<file path="src/rtl/bootMapDecoderPkg.sv">
package bootMapDecoderPkg;

  // Strobes from the boot control to the decode datapath
  typedef struct packed {
    logic overlayOn;  // boot flag clear: low half shows the boot device
    logic altBoot;    // alternate device instead of flash
  } bootStrobe_t;

  typedef enum logic [2:0] {
    REG_RAM,
    REG_FLASH,
    REG_PERIPH,
    REG_EXT,
    REG_SYNC
  } region_t;

endpackage

</file>
<file path="src/rtl/bootMapCtrl.sv">
module bootMapCtrl
  import bootMapDecoderPkg::*;
(
  input  logic        clk,
  input  logic        rstN,
  input  logic        bootSel,
  input  logic        doneHit,
  output bootStrobe_t strobe
);

  logic bootDone;

  always_ff @(posedge clk or negedge rstN) begin
    if (!rstN)        bootDone <= 1'b0;
    else if (doneHit) bootDone <= 1'b1;
  end

  always_comb begin
    strobe.overlayOn = !bootDone;
    strobe.altBoot   = bootSel;
  end

  // the flag never clears without a reset
  a_r7_flag_sticky: assert property (@(posedge clk) disable iff (!rstN)
    bootDone |=> bootDone);

  // an access to the designated block sets the flag
  a_r7_flag_set: assert property (@(posedge clk) disable iff (!rstN)
    doneHit |=> bootDone);

endmodule

</file>
<file path="src/rtl/bootMapDatapath.sv">
module bootMapDatapath
  import bootMapDecoderPkg::*;
#(
  parameter int ADDR_W    = 20,
  parameter int NUM_BIG   = 3,
  parameter int NUM_SMALL = 4,
  parameter int DONE_IDX  = 0
) (
  input  logic                          clk,
  input  logic                          rstN,
  input  logic [ADDR_W-1:0]             addr,
  input  logic                          asN,
  input  logic                          extAckN,
  input  bootStrobe_t                   strobe,
  output logic                          ramCsN,
  output logic                          flashCsN,
  output logic [NUM_BIG+NUM_SMALL-1:0]  subCsN,
  output logic                          extCsN,
  output logic                          syncCsN,
  output logic                          dtackN,
  output logic                          vpaN,
  output logic                          doneHit
);

  localparam int NUM_SUB = NUM_BIG + NUM_SMALL;
  // Peripheral window is one eighth of the space; it is cut in quarters,
  // and the last quarter is cut again in quarters.
  localparam int BIG_LSB   = ADDR_W - 5;
  localparam int SMALL_LSB = ADDR_W - 7;
  localparam logic [1:0] SPLIT_SLOT = 2'(NUM_BIG);

  region_t    rawRegion;
  region_t    region;
  logic       sel;
  logic [1:0] bigIdx;
  logic [1:0] smallIdx;
  logic [NUM_SUB-1:0] subHit;

  assign sel      = !asN;
  assign bigIdx   = addr[BIG_LSB+1:BIG_LSB];
  assign smallIdx = addr[SMALL_LSB+1:SMALL_LSB];

  // Region by leading address bits
  always_comb begin
    if (!addr[ADDR_W-1])      rawRegion = REG_RAM;
    else if (!addr[ADDR_W-2]) rawRegion = REG_FLASH;
    else if (!addr[ADDR_W-3]) rawRegion = REG_PERIPH;
    else if (!addr[ADDR_W-4]) rawRegion = REG_EXT;
    else                      rawRegion = REG_SYNC;
  end

  // Boot overlay replaces the whole low half
  always_comb begin
    region = rawRegion;
    if (rawRegion == REG_RAM && strobe.overlayOn)
      region = strobe.altBoot ? REG_EXT : REG_FLASH;
  end

  generate
    for (genvar g = 0; g < NUM_BIG; g++) begin : gBig
      assign subHit[g] = (bigIdx == 2'(g));
    end
    for (genvar g = 0; g < NUM_SMALL; g++) begin : gSmall
      assign subHit[NUM_BIG+g] = (bigIdx == SPLIT_SLOT) && (smallIdx == 2'(g));
    end
    for (genvar g = 0; g < NUM_SUB; g++) begin : gSubCs
      assign subCsN[g] = !(sel && region == REG_PERIPH && subHit[g]);
    end
  endgenerate

  assign ramCsN   = !(sel && region == REG_RAM);
  assign flashCsN = !(sel && region == REG_FLASH);
  assign extCsN   = !(sel && region == REG_EXT);
  assign syncCsN  = !(sel && region == REG_SYNC);
  assign vpaN     = !(sel && region == REG_SYNC);
  assign doneHit  = !subCsN[DONE_IDX];

  always_comb begin
    dtackN = 1'b1;
    if (sel) begin
      unique case (region)
        REG_RAM, REG_FLASH, REG_PERIPH: dtackN = 1'b0;
        REG_EXT:                        dtackN = extAckN;
        default:                        dtackN = 1'b1;
      endcase
    end
  end

  // no strobe, nothing driven
  a_r1_idle: assert property (@(posedge clk) disable iff (!rstN)
    asN |-> (ramCsN && flashCsN && (&subCsN) && extCsN && syncCsN && dtackN && vpaN));

  // chip selects are mutually exclusive
  a_r10_one_select: assert property (@(posedge clk) disable iff (!rstN)
    $onehot0(~{ramCsN, flashCsN, subCsN, extCsN, syncCsN}));

  // RAM only visible once the overlay is gone
  a_r2_ram_after_boot: assert property (@(posedge clk) disable iff (!rstN)
    !ramCsN |-> (!strobe.overlayOn && !dtackN));

  // external window passes the device acknowledge
  a_r5_ext_ack: assert property (@(posedge clk) disable iff (!rstN)
    !extCsN |-> (dtackN == extAckN));

  // synchronous window requests a legacy cycle, no async acknowledge
  a_r6_sync_cycle: assert property (@(posedge clk) disable iff (!rstN)
    !syncCsN |-> (!vpaN && dtackN));

endmodule

</file>
<file path="src/rtl/bootMapDecoder.sv">
module bootMapDecoder
  import bootMapDecoderPkg::*;
#(
  parameter int ADDR_W    = 20,
  parameter int NUM_BIG   = 3,
  parameter int NUM_SMALL = 4,
  parameter int DONE_IDX  = 0
) (
  input  logic                         clk,
  input  logic                         rstN,
  input  logic [ADDR_W-1:0]            addr,
  input  logic                         asN,
  input  logic                         bootSel,
  input  logic                         extAckN,
  output logic                         ramCsN,
  output logic                         flashCsN,
  output logic [NUM_BIG+NUM_SMALL-1:0] subCsN,
  output logic                         extCsN,
  output logic                         syncCsN,
  output logic                         dtackN,
  output logic                         vpaN
);

  bootStrobe_t strobe;
  logic        doneHit;

  bootMapCtrl u_ctrl (
    .clk     (clk),
    .rstN    (rstN),
    .bootSel (bootSel),
    .doneHit (doneHit),
    .strobe  (strobe)
  );

  bootMapDatapath #(
    .ADDR_W    (ADDR_W),
    .NUM_BIG   (NUM_BIG),
    .NUM_SMALL (NUM_SMALL),
    .DONE_IDX  (DONE_IDX)
  ) u_dp (
    .clk      (clk),
    .rstN     (rstN),
    .addr     (addr),
    .asN      (asN),
    .extAckN  (extAckN),
    .strobe   (strobe),
    .ramCsN   (ramCsN),
    .flashCsN (flashCsN),
    .subCsN   (subCsN),
    .extCsN   (extCsN),
    .syncCsN  (syncCsN),
    .dtackN   (dtackN),
    .vpaN     (vpaN),
    .doneHit  (doneHit)
  );

endmodule

</file>
<file path="config.mk">
export PLATFORM = sky130hd
export DESIGN_NAME = bootMapDecoder
export DESIGN_NICKNAME = d
export VERILOG_FILES = /design/src/rtl/bootMapDecoderPkg.sv /design/src/rtl/bootMapCtrl.sv /design/src/rtl/bootMapDatapath.sv /design/src/rtl/bootMapDecoder.sv
export SDC_FILE = /design/constraint.sdc
export NUM_CORES = 1
export LEC_CHECK = 0
export BUFFER_PORTS_ARGS = -buffer_cell sky130_fd_sc_hd__buf_4
export CORE_AREA = 3 3 40 42
export CTS_CLUSTER_SIZE = 16
export DETAILED_ROUTE_END_ITERATION = 7
export DIE_AREA = 0 0 43 45
export PLACE_DENSITY = 0.64
export SLEW_MARGIN = 15
export SYNTH_ARGS = -nofsm -noshare
export SYNTH_HDL_FRONTEND = slang
export SYNTH_HIERARCHICAL = 1
export SYNTH_SLANG_ARGS = --single-unit
</file>
<file path="constraint.sdc">
create_clock -name clk -period 2.9 [get_ports clk]
set_input_delay 0.58 -clock clk [delete_from_list [all_inputs] [get_ports clk]]
set_output_delay 0.58 -clock clk [all_outputs]
set_load 0.005 [all_outputs]
</file>
==> metrics.txt, run 1 <==
status=finished clean; number of global-route vias before repair=253; met3 wire len=129 microns; n_diodes=0; most frequent cells in the layout=buf_4 (24), nand2_1 (6), nand3b_1 (4); initial antenna violation count=0; chip height=45 microns; WP data required=2.32 ns; via/cell ratio=4.47; First DRT Iteration DRCs=1; Critical Path AT=1.40 ns; I/O Pins=38; Critical Path Source=addr[19]; R2R cell count=1; prevailing post-synth register cell=dfrtp_1; syn_nets=64; Die X=43 microns; Layout area overhead=72.4%; layout cells sized above 1=0.410; Setup Crit Path Kind=input port to output pin; largest net degree at the start of global routing=10; Final Cycle Share=0.681; Placer Congestion=0.682; largest registers=u_ctrl/bootDone (1); worst min path class=input port to async pin; r2r endpoint=u_ctrl/bootDone$_DFFE_PN0P_; Initial DRT Pass Iterations=3; Yosys top cell by area=nand3b_1; Final Setup Violations=0; WP depth=5; clock-pin slew on the worst setup and hold paths=0 ns; max_cap viols=0; Final ANT Viol Nets=0; # DRC=0; Worst-Skew Late Latency=0 ns; Largest register FFs=1; Final Util=0.341; crit path to=subCsN[6]; number of synthesized flops with an enable pin=0; yosys warns=6; CP bufs+invs=2; PD cells=159 nW/um^2; gr ovfl total=0; Initial Utilization=0.198; Nets=88; met1 wire length=404 microns; GRT Resource Usage Total=0.0705; CP max stage delay=0.22 ns; HPWL after DPL=654 microns; top register by number of flip-flops=u_ctrl/bootDone; fill count=160; final wirelength=790 microns; leakage power=0.192 nW; # port buffers=24; final hold slack=0.355 ns; worst reg2reg path startpoint=u_ctrl/bootDone$_DFFE_PN0P_; mean post-synth cell area=6.51 sq um; most used cell, CP=buf_4; Least-Margin Pin Slew=0.301 ns; Cell variety after synth=20; Core Box Area=1280 sq um; Netlist Area Pre-Place=254 sq um; Routed WL per cell=10.4 microns; metal2 WL=256 microns; worst vdd ir=0.0000472 V; Fmax achieved=506 MHz; ranking of synthesized cells by area=nand3b_1 (12%), dfrtp_1 (9.9%), nand2_1 (8.9%); commonest non-fill, non-tap cell in the layout=buf_4; Design Power=0.0696 mW; CP delay by family, top=simple AND/OR/NAND/NOR gates; hold buffer count at CTS=0; Critical Path Fanout Max=9; Yosys reg bits=1; setup repair bufs after CTS=0; top layer in use=met3; final hold vios=0; first-pass GRT wire length=1100 microns; Final Critical Period=1.98 ns; Slew headroom=0.798; Synth async-reset ratio=1.00; register area share after synthesis=0.0985; Worst Skew=0 ns; worst-path cell chain=buf_4 > or2_1 > a21oi_1 > nand3_1 > buf_4; Worst path slowest cell=or2_1; Max Transition Viols Final=0; Mapped Cells=39; post-synth top area share=0.118; reg2reg setup slack=2.21 ns; Die Area=1940 sq um; TNS Setup=0 ns; CP startpoint kind=input port; crit end category=output pin; post_cts resized=0; standard-cell rows=13; total number of vias=340; RSZ-0062 raised after global routing=false
==> where the power goes <==
group	internal, mW	switching (mW)	leakage (nW)
Combinational	0.0277	0.0234	0.181
Clock	0	0	0
Sequential	0.0173	0.00124	0.0114
==> logic make-up after synthesis <==
family                 count (synthesis)  synth area share
buffers and inverters                  3            0.0739
AOI/OAI and AO/OA                      5             0.143
DFF                                    1            0.0985
and+or+nand+nor                       30             0.685
==> worst min path at each step <==
stage / slack (ns) / to / start
2_1_floorplan: 0.28 / u_ctrl/bootDone$_DFFE_PN0P_ / rstN
3_3_place_gp: 0.35 / u_ctrl/bootDone$_DFFE_PN0P_ / rstN
3_5_place_dp: 0.36 / u_ctrl/bootDone$_DFFE_PN0P_ / rstN
4_1_cts: 0.36 / u_ctrl/bootDone$_DFFE_PN0P_ / rstN
5_1_grt: 0.36 / u_ctrl/bootDone$_DFFE_PN0P_ / rstN
6_report: 0.36 / u_ctrl/bootDone$_DFFE_PN0P_ / rstN
==> layout make-up <==
cell class / count / area, sq um / area share
sequential: 1 / 25.0 / 0.0571
timing repair buffer: 24 / 180 / 0.411
tap: 15 / 18.8 / 0.0429
multi-input combinational: 35 / 210 / 0.480
inverter: 1 / 3.75 / 0.00857
==> metal layers <==
| layer | global-route usage | vias to the layer above |
|---|---|---|
| met5 | 0 | - |
| met4 | 0 | 0 |
| met3 | 0.0239 | 0 |
| met2 | 0.0868 | 23 |
| met1 | 0.119 | 135 |
| li1 | - | 182 |
==> cells in the mapped netlist (2+ instances only) <==
cell	n
nand2_1	6
nand3b_1	4
nand3_1	3
nor2_1	3
nor3b_1	3
buf_4	2
nor2b_1	2
nor3_1	2
o21bai_1	2
or2_1	2
==> through the flow <==
step | worst slack, ns | instances | area [sq um]
CTS | 0.919 | 76 | 438
global route | 0.842 | 76 | 438
global placement | 0.926 | 76 | 438
detailed placement | 0.924 | 76 | 438
finish | 0.925 | 76 | 438
floorplan | 1.15 | 39 | 254
Note: power is estimated with default switching activity, not from simulation.
==> inputs of run 2 (changes only) <==
Settings changed: ABC_AREA set to 1, PLACE_DENSITY 0.64 to 0.65.
Clock period 2.9 ns to 1.99 ns, I/O delays scaled along.
==> run 2 against run 1 <==
  * Sequential share of layout area fell by 0.065 points
  * Register-to-register slack got worse by 1.2 ns
  * Combinational power rose by 12%
  * Global-route usage fell by 0.24 points
  * Critical path type unchanged
==> metrics.txt, run 2 <==
Die Area=1940 sq um (unchanged); Cell variety after synth=13 (-35%); WP data required=1.59 ns (-0.73 ns); top register by number of flip-flops=u_ctrl/bootDone; worst reg2reg path startpoint=u_ctrl/bootDone$_DFFE_PN0P_; Initial Utilization=0.202 (+0.00389); Worst Skew=0 ns (unchanged); TNS Setup=0 ns (unchanged); RSZ-0062 raised after global routing=false; HPWL after DPL=646 microns (-1.2%); R2R cell count=8 (+7); Layout area overhead=71.0%; Routed WL per cell=8.30 microns (-20%); setup repair bufs after CTS=0 (unchanged); xor-xnor portion of the synthesized cell area=0 (unchanged); ranking of synthesized cells by area=nand3_1 (17%), nand2_1 (16%), inv_1 (12%); most frequent cells in the layout=buf_4 (24), nand2_1 (11), nand3_1 (9); Final Cycle Share=0.798; clock power share=0 (unchanged); syn_nets=72 (+13%); # port buffers=24 (unchanged); commonest non-fill, non-tap cell in the layout=buf_4; Placer Congestion=0.653 (-4.3%); mean post-synth cell area=5.51 sq um (-15%); layout cells sized above 1=0.464 (+0.0539); Nets=96 (+9.1%); clock-pin slew on the worst setup and hold paths=0 ns (unchanged); CP startpoint kind=input port; standard-cell rows=13 (unchanged); Synth Area in Compound Gates=0 (-0.143); final hold vios=0 (unchanged); NetSw=0.0290 mW (+18%); Post-Synth Adder-Cell Area=0 (unchanged); GRT Resource Usage Total=0.0681 (-0.00243); number of synthesized flops with an enable pin=0 (unchanged); reg2reg setup slack=0.98 ns (-1.23 ns); worst vdd ir=0.0000843 V (+79%); Critical Path Source=addr[19]; max_cap viols=0 (unchanged); worst min path class=input port to async pin; PD cells=176 nW/um^2 (+11%); Yosys reg bits=1 (unchanged); r2r endpoint=u_ctrl/bootDone$_DFFE_PN0P_; Final ANT Viol Nets=0 (unchanged); register area share after synthesis=0.0966 (-0.00190); Largest register FFs=1 (unchanged); Least-Margin Pin Slew=0.144 ns (-0.157 ns); via/cell ratio=4.02 (-10%); largest family of logic cells by synthesized area=simple AND/OR/NAND/NOR gates; Die X=43 microns (unchanged); Mapped Cells=47 (+21%); Setup Crit Path Kind=input port to output pin; Sequential Area=25.0 sq um (unchanged); internal power=0.0492 mW (+9.2%); post-synthesis simple-gate area fraction=0.686 (+0.00126); gr ovfl total=0 (unchanged); post-synthesis mux area share=0 (unchanged); Yosys top cell by area=nand3_1; final hold slack=0.174 ns (-0.181 ns); status=finished clean; Critical Path Fanout Max=2 (-7); Final Setup Violations=0 (unchanged); Comb pwr share=0.735 (about the same); n_diodes=0 (unchanged); first-pass GRT wire length=1100 microns (unchanged); largest net degree at the start of global routing=8 (-2); yosys warns=6 (unchanged); Seq pwr share=0.265 (about the same); I/O Pins=38 (unchanged); prevailing post-synth register cell=dfrtp_1; Slew headroom=0.903 (+0.105); final wirelength=697 microns (-12%); Max Transition Viols Final=0 (unchanged); initial antenna violation count=0 (unchanged); Netlist Area Pre-Place=259 sq um (+2.0%); largest registers=u_ctrl/bootDone (1); # DRC=0 (unchanged); hold buffer count at CTS=0 (unchanged); crit end category=output pin; leakage power=0.235 nW (+22%); switching share of power=0.371 (+0.0171); count leader, synth=nand2_1; chip height=45 microns (unchanged); Initial DRT Pass Iterations=4 (+1); First DRT Iteration DRCs=3 (+2); Fmax achieved=629 MHz; Critical Path AT=1.19 ns (-0.21 ns); area of the multi-input gates=178 sq um (-15%); total number of vias=338 (-0.59%); post_cts resized=0 (unchanged); number of global-route vias before repair=303 (+20%); Synth async-reset ratio=1.00 (unchanged); Final Critical Period=1.59 ns; Core Box Area=1280 sq um (unchanged); post-synth top area share=0.174 (+0.0557); Worst-Skew Late Latency=0 ns (unchanged); fill count=153 (-4.4%); commonest cells in the netlist=nand2_1 (11), nand3_1 (9), inv_1 (8)
==> run 2: cell types whose count changed after synthesis, moves of 3 or more <==
cell / change
inv_1: +7
nand2_1: +5
nand2_2: +3
nand3_1: +6
nand3b_1: -4
nor3b_1: -3
==> run 2: kinds of logic after synthesis <==
family	count (synthesis)
buffers and inverters	13
DFF	1
and+or+nand+nor	33
==> run 2: stage by stage <==
step | util | cells | total power [mW] | area [sq um] | worst slack (ns)
final | 0.345 | 84 | 0.0781 | 443 | 0.401
after global routing | 0.345 | 84 | 0.0851 | 443 | 0.260
after CTS | 0.345 | 84 | 0.0789 | 443 | 0.388
after detailed placement | 0.345 | 84 | 0.0788 | 443 | 0.394
after global placement | 0.345 | 84 | 0.0773 | 443 | 0.399
after floorplan | - | 47 | 0.0477 | 259 | 0.670
==> run 2: layout make-up <==
class | count | share of cell area
Multi-Input combinational cell | 33 | 0.401
Timing Repair Buffer | 24 | 0.407
Sequential cell | 1 | 0.0565
Inverter | 11 | 0.0932
Tap cell | 15 | 0.0424
==> run 2: routing by layer <==
| metal | GRT usage | wire [microns] | part of all wire | vias up |
|---|---|---|---|---|
| li1 | - | - | - | 187 |
| met2 | 0.120 | 287 | 0.41 | 21 |
| met1 | 0.0981 | 311 | 0.45 | 130 |
| met4 | 0 | 0 | 0 | 0 |
| met5 | 0 | 0 | 0 | - |
| met3 | 0.00398 | 98 | 0.14 | 0 |
==> run 2: worst max path at each step <==
| stage | cells past startpoint | end | slack (ns) |
|---|---|---|---|
| 2_1_floorplan | 7 | dtackN | 0.67 |
| 3_3_place_gp | 8 | subCsN[3] | 0.40 |
| 3_5_place_dp | 8 | subCsN[6] | 0.39 |
| 4_1_cts | 8 | subCsN[5] | 0.39 |
| 5_1_grt | 9 | dtackN | 0.26 |
| 6_report | 9 | dtackN | 0.40 |
==> run 2: worst max-delay path, stage by stage <==
cell and delay [ns]:
buf_4 0.11, nand2_1 0.08, clkinv_1 0.09, nand2_2 0.09, nand2_4 0.06, nor2_1 0.14, nand2_1 0.06, nand2_1 0.05
buf_4 0.10
==> run 2: power by group through the flow <==
| stage | clock network (mW) | logic (mW) | registers, mW |
|---|---|---|---|
| 2_1_floorplan | 0 | 0.0270 | 0.0207 |
| 3_3_place_gp | 0 | 0.0566 | 0.0207 |
| 3_5_place_dp | 0 | 0.0580 | 0.0207 |
| 4_1_cts | 0 | 0.0582 | 0.0207 |
| 5_1_grt | 0 | 0.0644 | 0.0207 |
| 6_report | 0 | 0.0574 | 0.0207 |
==> inputs of run 3 (changes only) <==
Settings changed: PLACE_DENSITY 0.65 to 0.67.
Clock period 1.99 ns to 1.4 ns, I/O delays scaled along.
==> run 3 against run 2 <==
  * Global-route usage shrank 0.25 points
  * Flip-flop and latch count is the same
  * Highest routed layer unchanged
  * Cell area grew 7.9%
  * Critical endpoint is now subCsN[4]
  * Sequential power grew 42%
==> metrics.txt, run 3 (synthesized netlist as in run 2, its figures left out) <==
status=finished clean; Initial Utilization=0.202 (unchanged); chip height=45 microns (unchanged); RSZ-0062 raised after global routing=true; hold buffer count at CTS=0 (unchanged); Largest register FFs=1 (unchanged); Design Power=0.122 mW (+56%); n_diodes=0 (unchanged); initial antenna violation count=0 (unchanged); fill count=152 (-0.65%); Least-Margin Pin Slew=0.164 ns (+0.0199 ns); # DRC=0 (unchanged); Final Cycle Share=0.967; Final Critical Period=1.35 ns; Die X=43 microns (unchanged); Comb pwr share=0.758 (+0.023); largest registers=u_ctrl/bootDone (1); via/cell ratio=4.18 (+3.8%); max_cap viols=0 (unchanged); I/O Pins=38 (unchanged); Slew headroom=0.890 (-0.0129); Nets=96 (unchanged); leakage power=0.245 nW (+4.4%); # port buffers=24 (unchanged); Core Box Area=1280 sq um (unchanged); Die Area=1940 sq um (unchanged); final wirelength=726 microns (+4.2%); Worst-Skew Late Latency=0 ns (unchanged); gr ovfl total=0 (unchanged); PD cells=255 nW/um^2 (+44%); Seq pwr share=0.242 (-0.023); switching share of power=0.379 (+0.00817); Critical Path AT=1.07 ns (-0.12 ns); Critical Path Fanout Max=7 (+5); WP data required=1.12 ns (-0.47 ns); First DRT Iteration DRCs=0 (-3); standard-cell rows=13 (unchanged); worst min path class=input port to async pin; area of the multi-input gates=200 sq um (+13%); Initial DRT Pass Iterations=1 (-3); top register by number of flip-flops=u_ctrl/bootDone; largest net degree at the start of global routing=8 (unchanged); first-pass GRT wire length=1070 microns (-3.2%); total number of vias=351 (+3.8%); worst vdd ir=0.000114 V (+35%); Final Util=0.372 (+0.0273); clock power share=0 (unchanged); CP startpoint kind=input port; Placer Congestion=0.643 (-1.4%); final hold vios=0 (unchanged); most frequent cells in the layout=buf_4 (22), nand3_1 (8), inv_1 (7), nand2_1 (7), nand2_2 (6); NetSw=0.0462 mW (+59%); Fmax achieved=738 MHz; Max Transition Viols Final=0 (unchanged); Setup Crit Path Kind=input port to output pin; commonest non-fill, non-tap cell in the layout=buf_4; Routed WL per cell=8.64 microns (+4.2%); HPWL after DPL=630 microns (-2.4%); clock-pin slew on the worst setup and hold paths=0 ns (unchanged); Final ANT Viol Nets=0 (unchanged); number of global-route vias before repair=286 (-5.6%); Layout area overhead=84.5%; Final Setup Violations=0 (unchanged); GRT Resource Usage Total=0.0656 (-0.00249); crit end category=output pin; TNS Setup=0 ns (unchanged); Sequential Area=25.0 sq um (unchanged); internal power=0.0757 mW (+54%); layout cells sized above 1=0.580 (+0.116); Worst Skew=0 ns (unchanged)
==> run 3: changes by cell type in the layout (fill, tap and decap cells not counted) <==
cell      delta
buf_4        -2
clkinv_1     -1
nand2_1      -4
nand2_4      +1
nand3_2      +1
nor2_2       +1
nor2_1       -1
nand2_2      +3
inv_1        -1
buf_6        +2
nand3_1      -1
inv_4        +2
==> run 3: stage by stage <==
stage	std cells	hold WS, ns	setup slack [ns]	instance area [sq um]
after floorplan	47	-0.0156	0.249	259
after global placement	84	0.0561	0.0457	443
after detailed placement	84	0.0561	0.0369	443
after CTS	84	0.0561	0.0321	443
after global routing	84	0.0594	-0.00215	478
final	84	0.0552	0.0455	478
==> run 3: what timing repair did <==
action | in CTS | in global routing
resized for setup | 0 | 13
endpoints found under the setup margin | 0 | 9
setup buffers | 0 | 0
==> run 3: worst paths after layout <==
kind	startpoint	endpoint	slack, ns	cells after the start
max	addr[17]	subCsN[4]	0.05	8
min	rstN	u_ctrl/bootDone$_DFFE_PN0P_	0.06	1
max reg2reg	u_ctrl/bootDone$_DFFE_PN0P_	u_ctrl/bootDone$_DFFE_PN0P_	0.41	7
min reg2reg	u_ctrl/bootDone$_DFFE_PN0P_	u_ctrl/bootDone$_DFFE_PN0P_	0.44	2
max in group asynchronous	rstN	u_ctrl/bootDone$_DFFE_PN0P_	1.26	1
min in group clk	u_ctrl/bootDone$_DFFE_PN0P_	u_ctrl/bootDone$_DFFE_PN0P_	0.44	2
==> run 3: power groups by stage <==
stage	Clock [mW]	Sequential [mW]	Combinational, mW
after floorplan	0	0.0294	0.0384
after global placement	0	0.0294	0.0804
after detailed placement	0	0.0294	0.0820
after CTS	0	0.0294	0.0824
after global routing	0	0.0294	0.102
final	0	0.0294	0.0924
==> run 3: critical path, cell delays in order <==
cell and delay (ns):
buf_4 0.12, nand2_2 0.07, nand2_1 0.06, nand2_2 0.09, nand2_4 0.07, nor2_8 0.15, nand3_1 0.09, buf_4 0.14
==> run 3: area by class of cell <==
type	instances	share of cell area
multi-input cells	33	0.419
repair buffers	24	0.393
inverters	11	0.0969
flip-flops and latches	1	0.0524
well taps	15	0.0393
==> run 3: routing by layer <==
layer  part of all wire  global-route usage
met3               0.17              0.0199
met1               0.37              0.0837
met5                  0                   0
met4                  0                   0
met2               0.47               0.117
